`config.mk`:
```
export PLATFORM = sky130hd
export DESIGN_NAME = fxd2dp_cvt
export DESIGN_NICKNAME = d
export VERILOG_FILES = /design/src/rtl/cvt_pkg.sv /design/src/rtl/cvt_decode.sv /design/src/rtl/cvt_lzc.sv /design/src/rtl/cvt_mag.sv /design/src/rtl/cvt_pack.sv /design/src/rtl/fxd2dp_cvt.sv
export SDC_FILE = /design/constraint.sdc
export NUM_CORES = 1
export LEC_CHECK = 0
export BUFFER_PORTS_ARGS = -buffer_cell sky130_fd_sc_hd__clkbuf_2
export CAP_MARGIN = 0
export CORE_ASPECT_RATIO = 0.75
export CORE_MARGIN = 2
export CORE_UTILIZATION = 40
export DETAILED_ROUTE_END_ITERATION = 7
export PLACE_DENSITY = 0.75
export SYNTH_ARGS = -nofsm -noshare
export SYNTH_HDL_FRONTEND = slang
export SYNTH_HIERARCHICAL = 1
export SYNTH_SLANG_ARGS = --single-unit
```
`constraint.sdc`:
```
create_clock -name clk -period 7.62 [get_ports clk]
set_input_delay 0.381 -clock clk [delete_from_list [all_inputs] [get_ports clk]]
set_output_delay 0.381 -clock clk [all_outputs]
set_load 0.1 [all_outputs]
```
`src/rtl/cvt_pkg.sv`:
```
package cvt_pkg;
  localparam int WORD_W = 32;
  localparam int DP_W   = 64;
  localparam int EXP_W  = 11;
  localparam int FRAC_W = 52;
  localparam int BIAS   = 1023;
  localparam int LZ_W   = $clog2(WORD_W) + 1;

  localparam logic [5:0]  PRI_OPC  = 6'b000100;
  localparam logic [10:0] XO_SINT  = 11'b01011110001;
  localparam logic [10:0] XO_UFRAC = 11'b01011110010;
  localparam logic [10:0] XO_SFRAC = 11'b01011110011;

  typedef enum logic [1:0] {
    OP_NONE  = 2'd0,
    OP_SINT  = 2'd1,
    OP_UFRAC = 2'd2,
    OP_SFRAC = 2'd3
  } cvt_op_e;

  typedef struct packed {
    logic    legal;
    cvt_op_e op;
  } dec_s;

  // Binary point position below the word's LSB, per mode.
  function automatic int unsigned frac_shift(cvt_op_e op);
    case (op)
      OP_SFRAC: return WORD_W - 1;
      OP_UFRAC: return WORD_W;
      default:  return 0;
    endcase
  endfunction

  function automatic logic is_signed_op(cvt_op_e op);
    return (op == OP_SINT) || (op == OP_SFRAC);
  endfunction

  // Biased exponent from the leading-one position of the magnitude.
  function automatic logic [EXP_W-1:0] dp_exponent(logic [LZ_W-1:0] lz, cvt_op_e op);
    int unsigned msb;
    msb = (WORD_W - 1) - int'(lz);
    return EXP_W'(BIAS + msb - frac_shift(op));
  endfunction
endpackage

```
`src/rtl/cvt_decode.sv`:
```
module cvt_decode
  import cvt_pkg::*;
(
  input  logic [31:0] instr,
  output dec_s        dec
);
  logic        opc_ok;
  logic        pad_ok;
  logic [10:0] xo;

  assign opc_ok = (instr[31:26] == PRI_OPC);
  assign pad_ok = (instr[20:16] == 5'b00000);
  assign xo     = instr[10:0];

  always_comb begin
    dec.op = OP_NONE;
    if (opc_ok && pad_ok) begin
      case (xo)
        XO_SINT:  dec.op = OP_SINT;
        XO_UFRAC: dec.op = OP_UFRAC;
        XO_SFRAC: dec.op = OP_SFRAC;
        default:  dec.op = OP_NONE;
      endcase
    end
    dec.legal = (dec.op != OP_NONE);
  end
endmodule

```
`src/rtl/cvt_lzc.sv`:
```
module cvt_lzc #(
  parameter int W    = 32,
  parameter int CW   = $clog2(W) + 1
) (
  input  logic [W-1:0]  val,
  output logic [CW-1:0] lz,
  output logic          all_zero
);
  // Scan upward; the highest set bit is the last one to write.
  always_comb begin
    lz = CW'(W);
    for (int i = 0; i < W; i++) begin
      if (val[i]) lz = CW'(W - 1 - i);
    end
  end

  assign all_zero = (val == '0);
endmodule

```
`src/rtl/cvt_mag.sv`:
```
module cvt_mag #(
  parameter int W = 32
) (
  input  logic [W-1:0] word,
  input  logic         signed_in,
  output logic         neg,
  output logic [W-1:0] mag
);
  // The most negative word maps onto 2^(W-1), still representable unsigned.
  assign neg = signed_in & word[W-1];
  assign mag = neg ? (~word + W'(1)) : word;
endmodule

```
`src/rtl/cvt_pack.sv`:
```
module cvt_pack
  import cvt_pkg::*;
(
  input  logic               neg,
  input  logic [WORD_W-1:0]  mag,
  input  logic [LZ_W-1:0]    lz,
  input  logic               zero,
  input  cvt_op_e            op,
  output logic [DP_W-1:0]    dp
);
  logic [WORD_W-1:0] norm;
  logic [FRAC_W-1:0] frac;
  logic [EXP_W-1:0]  expo;

  assign norm = mag << lz;
  assign frac = {norm[WORD_W-2:0], {(FRAC_W-WORD_W+1){1'b0}}};
  assign expo = dp_exponent(lz, op);

  always_comb begin
    dp = zero ? '0 : {neg, expo, frac};
  end

  // Shifter and leading-zero counter must agree on the hidden bit.
  always_comb begin
    if (!zero) begin
      AST_NORM_LEAD: assert (norm[WORD_W-1]);
    end
  end
endmodule

```
`src/rtl/fxd2dp_cvt.sv`:
```
module fxd2dp_cvt
  import cvt_pkg::*;
(
  input  logic        clk,
  input  logic        rst_n,
  input  logic        in_valid,
  input  logic [31:0] instr,
  input  logic [63:0] src,
  input  logic [1:0]  rnd_mode,
  output logic        out_valid,
  output logic        out_illegal,
  output logic [63:0] result
);
  dec_s              dec;
  logic              mag_neg;
  logic [WORD_W-1:0] mag;
  logic [LZ_W-1:0]   lz;
  logic              mag_zero;
  logic [DP_W-1:0]   dp;
  cvt_op_e           op_q;
  logic              accept;
  logic              reject;

  // Fields that by definition never reach the datapath.
  logic sig_unused;
  assign sig_unused = ^{src[63:32], rnd_mode, instr[25:21], instr[15:11]};

  cvt_decode u_dec (
    .instr (instr),
    .dec   (dec)
  );

  cvt_mag #(.W(WORD_W)) u_mag (
    .word      (src[WORD_W-1:0]),
    .signed_in (is_signed_op(dec.op)),
    .neg       (mag_neg),
    .mag       (mag)
  );

  cvt_lzc #(.W(WORD_W), .CW(LZ_W)) u_lzc (
    .val      (mag),
    .lz       (lz),
    .all_zero (mag_zero)
  );

  cvt_pack u_pack (
    .neg  (mag_neg),
    .mag  (mag),
    .lz   (lz),
    .zero (mag_zero),
    .op   (dec.op),
    .dp   (dp)
  );

  assign accept = in_valid &  dec.legal;
  assign reject = in_valid & ~dec.legal;

  always_ff @(posedge clk) begin
    if (!rst_n) begin
      out_valid   <= 1'b0;
      out_illegal <= 1'b0;
      result      <= '0;
      op_q        <= OP_NONE;
    end else begin
      out_valid   <= accept;
      out_illegal <= reject;
      result      <= accept ? dp : '0;
      op_q        <= accept ? dec.op : OP_NONE;
    end
  end

  AST_FLAGS_EXCL: assert property (@(posedge clk) disable iff (!rst_n)
    !(out_valid && out_illegal));
  AST_RESP_NEEDS_REQ: assert property (@(posedge clk) disable iff (!rst_n)
    (out_valid || out_illegal) |-> $past(in_valid));
  AST_ILLEGAL_ZERO: assert property (@(posedge clk) disable iff (!rst_n)
    out_illegal |-> (result == '0));
  AST_UFRAC_NONNEG: assert property (@(posedge clk) disable iff (!rst_n)
    (out_valid && op_q == OP_UFRAC) |-> !result[DP_W-1]);
  AST_FRAC_RANGE: assert property (@(posedge clk) disable iff (!rst_n)
    (out_valid && op_q == OP_SFRAC) |-> (result[DP_W-2 -: EXP_W] <= EXP_W'(BIAS)));
  AST_NO_NEG_ZERO: assert property (@(posedge clk) disable iff (!rst_n)
    (out_valid && result[DP_W-2 -: EXP_W] == '0) |-> (result == '0));
endmodule

```
==> flow_summary.toml <==
[placed_design]
place_inst = 856
place.gp.congestion = 0.929
io_buffers = 122
dp_hpwl_um = 10600

[floorplanning]
coreArea_um2 = 13200
die_area_um2 = 14600
placementRows = 36
die_x_um = 139
die_h_um = 105
ios = 167
initial_core_util_pct = 41.4

[clocking]
clk_pin_slew_worst_paths_ps = 50
cts.sinks = 66
cts_resized = 0
post_cts_buffers = 0
clk_path_buf_depth = 2
htreeDepth = 3
holdBufCountCts = 0
numCtsBuffers = 9
cts_root_buf = "clkbuf_16"
cts_tree = "done"

[global_route]
grt_pass1_vias = 4473
track_usage_pct = 19.1
antenna_found_initial = 0
grt_overflow = 0
grt_max_degree = 67
grt_first_pass_wirelength_um = 23100

[worst_setup_path]
required_ps = 7830
criticalPathCategory = "in -> reg"
cp_max_fo = 16
crit_arrival_ps = 6170
startpoint_type = "input pin"
endpoint_kind = "flop"

[timing]
final.setup.tns_ps = 0
period_needed_ps = 5960
setup_viol_count_final = 0
maxSlewViolCount = 0
hold_violations = 0
relSlewSlack_pct = 25.4
fmax_ghz = 0.168
hold_slack_ps = 838
fin_crit_sh_pct = 78.2
tightestPinTransition_ps = 1120
rsz0062_at_grt = "no"

[synth]
synth_edf_count = 0
netlist_instances = 600
async_flop_share_pct = 0
netlist_area_um2 = 5440
synthMuxAreaShare_pct = 15.6
ys_warn_count = 6
synthAdderAreaFrac_pct = 3.36
synth_cell_types = 73
ys_seq_area_share_pct = 24.3
synthXorXnorAreaFrac_pct = 5.15
synth_compound_area_share_pct = 13.8
synthFlopType = "dfxtp_1"
synthSimpleGateAreaFrac_pct = 27.2
synth_area_per_cell_um2 = 9.06
synth_top_family_by_area = "simple AND/OR/NAND/NOR gates"
synth_seq_cells = 66

[cells_and_area]
drive_gt1_share_pct = 28.4
layout_commonest_cell = "clkbuf_2"
multi_input_area_um2 = 3650
diodes = 0
final_cells = 872
area_growth_pct = 15.5
final_cell_mix = "clkbuf_2 (122), dfxtp_1 (66), and4_1 (58)"
n_fill_cell = 1242
num-nets-final = 811
layout.area.seq_um2 = 1320

[pwr]
p_sw_uw = 256
p_seq_share_pct = 35.4
combPwrFrac_pct = 20.1
power_density_nw_per_um2 = 155
power_uw = 975
p_int_uw = 720
swShare_pct = 26.2
p_leak_nw = 2.82
ir_drop_mv = 0.173
pwr-share-clk_pct = 44.5

[routing]
ant_nets = 0
drt-wirelength-per-cell_um = 16.3
first_iter_violations = 451
wl_um = 14200
vias = 5041
drc = 0
vias_per_cell = 5.78
firstDrtPassIters = 5

[run]
cap_violations = 0

[hold_path]
min_path_type = "in -> reg"
min_from = "instr[17]"
whs_endpoint = "result[62]$_SDFF_PN0_"
hold_depth = 5

[outcome]
outcome = "completed"
## routing by layer
layer / up-vias / wire [µm] / global-route usage, %
met1: 2341 / 6780 / 27.8
met5: - / 0 / 0
li1: 2450 / - / -
met2: 238 / 5920 / 27.8
met3: 12 / 1330 / 5.32
met4: 0 / 174 / 4.47
## critical path, stage by stage
cell and delay, ps:
clkbuf_2 80, or4b_1 530, nor4_2 340, and3_1 330
nand2_1 370, nor2_1 230, xor2_1 480, nor2b_1 200
nor3_1 60, o31ai_1 320, o2111ai_1 230, a221oi_4 630
buf_4 360, mux4_1 680, mux4_2 520, a22o_1 240
and4_1 190
## cells by family (layout without fill, tap and decap cells)
logic type / after synthesis / in the layout
compound gates: 116 / 116
xor+xnor: 32 / 32
fa+ha+maj: 14 / 14
buf+inv: 91 / 172
flops: 66 / 66
mux: 54 / 54
other cells: 1 / 21
simple gates: 226 / 226
## stage by stage
step	setup WS [ps]	area, µm²	util [%]
2_1_floorplan	2160	5510	-
3_3_place_gp	1370	5960	45.3
3_5_place_dp	1300	5960	45.3
4_1_cts	1640	6280	47.8
5_1_grt	1140	6280	47.8
6_report	1660	6280	47.8
## registers in the layout (all words and copies together), names as in the netlist
| name | cells |
|---|---|
| out_illegal | 1 |
| out_valid | 1 |
| result | 64 |
## area by class of cell
type / count / share of cell area, %
clock buffers: 11 / 3.86
clock inverters: 5 / 1.23
inverters: 24 / 1.43
multi-input cells: 463 / 58.1
flip-flops and latches: 66 / 21.0
well taps: 171 / 3.41
repair buffers: 132 / 10.9
## how the worst max path moves through the flow
stage	endpoint	slack [ps]	depth (start not counted)	start
2_1_floorplan	result[59]$_SDFF_PN0_	2160	26	instr[26]
3_3_place_gp	result[46]$_SDFF_PN0_	1370	18	instr[26]
3_5_place_dp	result[46]$_SDFF_PN0_	1300	17	instr[26]
4_1_cts	result[46]$_SDFF_PN0_	1640	17	instr[26]
5_1_grt	result[59]$_SDFF_PN0_	1140	22	instr[26]
6_report	result[46]$_SDFF_PN0_	1660	17	instr[26]
## power by group through the flow
stage | Clock (mW) | Combinational (mW) | Sequential [mW]
3_5_place_dp | 0 | 0.189 | 0.353
4_1_cts | 0.442 | 0.190 | 0.346
3_3_place_gp | 0 | 0.188 | 0.353
6_report | 0.434 | 0.196 | 0.346
2_1_floorplan | 0 | 0.145 | 0.355
5_1_grt | 0.460 | 0.212 | 0.345
## cell usage after synthesis, drive strengths merged (2+ instances only)
library cell / number / area share [%]
nor4b: 2 / 0.32
a21o: 4 / 0.55
a22o: 3 / 0.48
or4: 11 / 1.8
clkbuf: 18 / 1.3
xor2: 20 / 3.2
and2: 4 / 0.46
o21ai: 12 / 1.1
o221ai: 4 / 0.64
and3: 7 / 0.83
mux2i: 22 / 4.0
xnor2: 12 / 1.9
nor2b: 5 / 0.58
dfxtp: 66 / 24
nor4: 18 / 3.0
a21oi: 38 / 3.5
mux2: 10 / 2.1
a31oi: 13 / 1.5
buf: 49 / 7.5
a21boi: 2 / 0.28
o21a: 5 / 0.69
and4: 64 / 10
nor3: 16 / 1.6
o211ai: 3 / 0.41
mux4: 22 / 9.5
a211oi: 3 / 0.41
inv: 23 / 1.6
nand4: 2 / 0.23
nand2b: 3 / 0.35
a32oi: 4 / 0.64
nor3b: 4 / 0.64
nand2: 31 / 2.1
a22oi: 5 / 0.69
nor2: 46 / 3.2
a2111oi: 2 / 0.32
o22ai: 4 / 0.46
nand3: 5 / 0.46
ha: 13 / 3.0
o31ai: 6 / 0.83
Note: power is estimated with default switching activity, not from simulation.
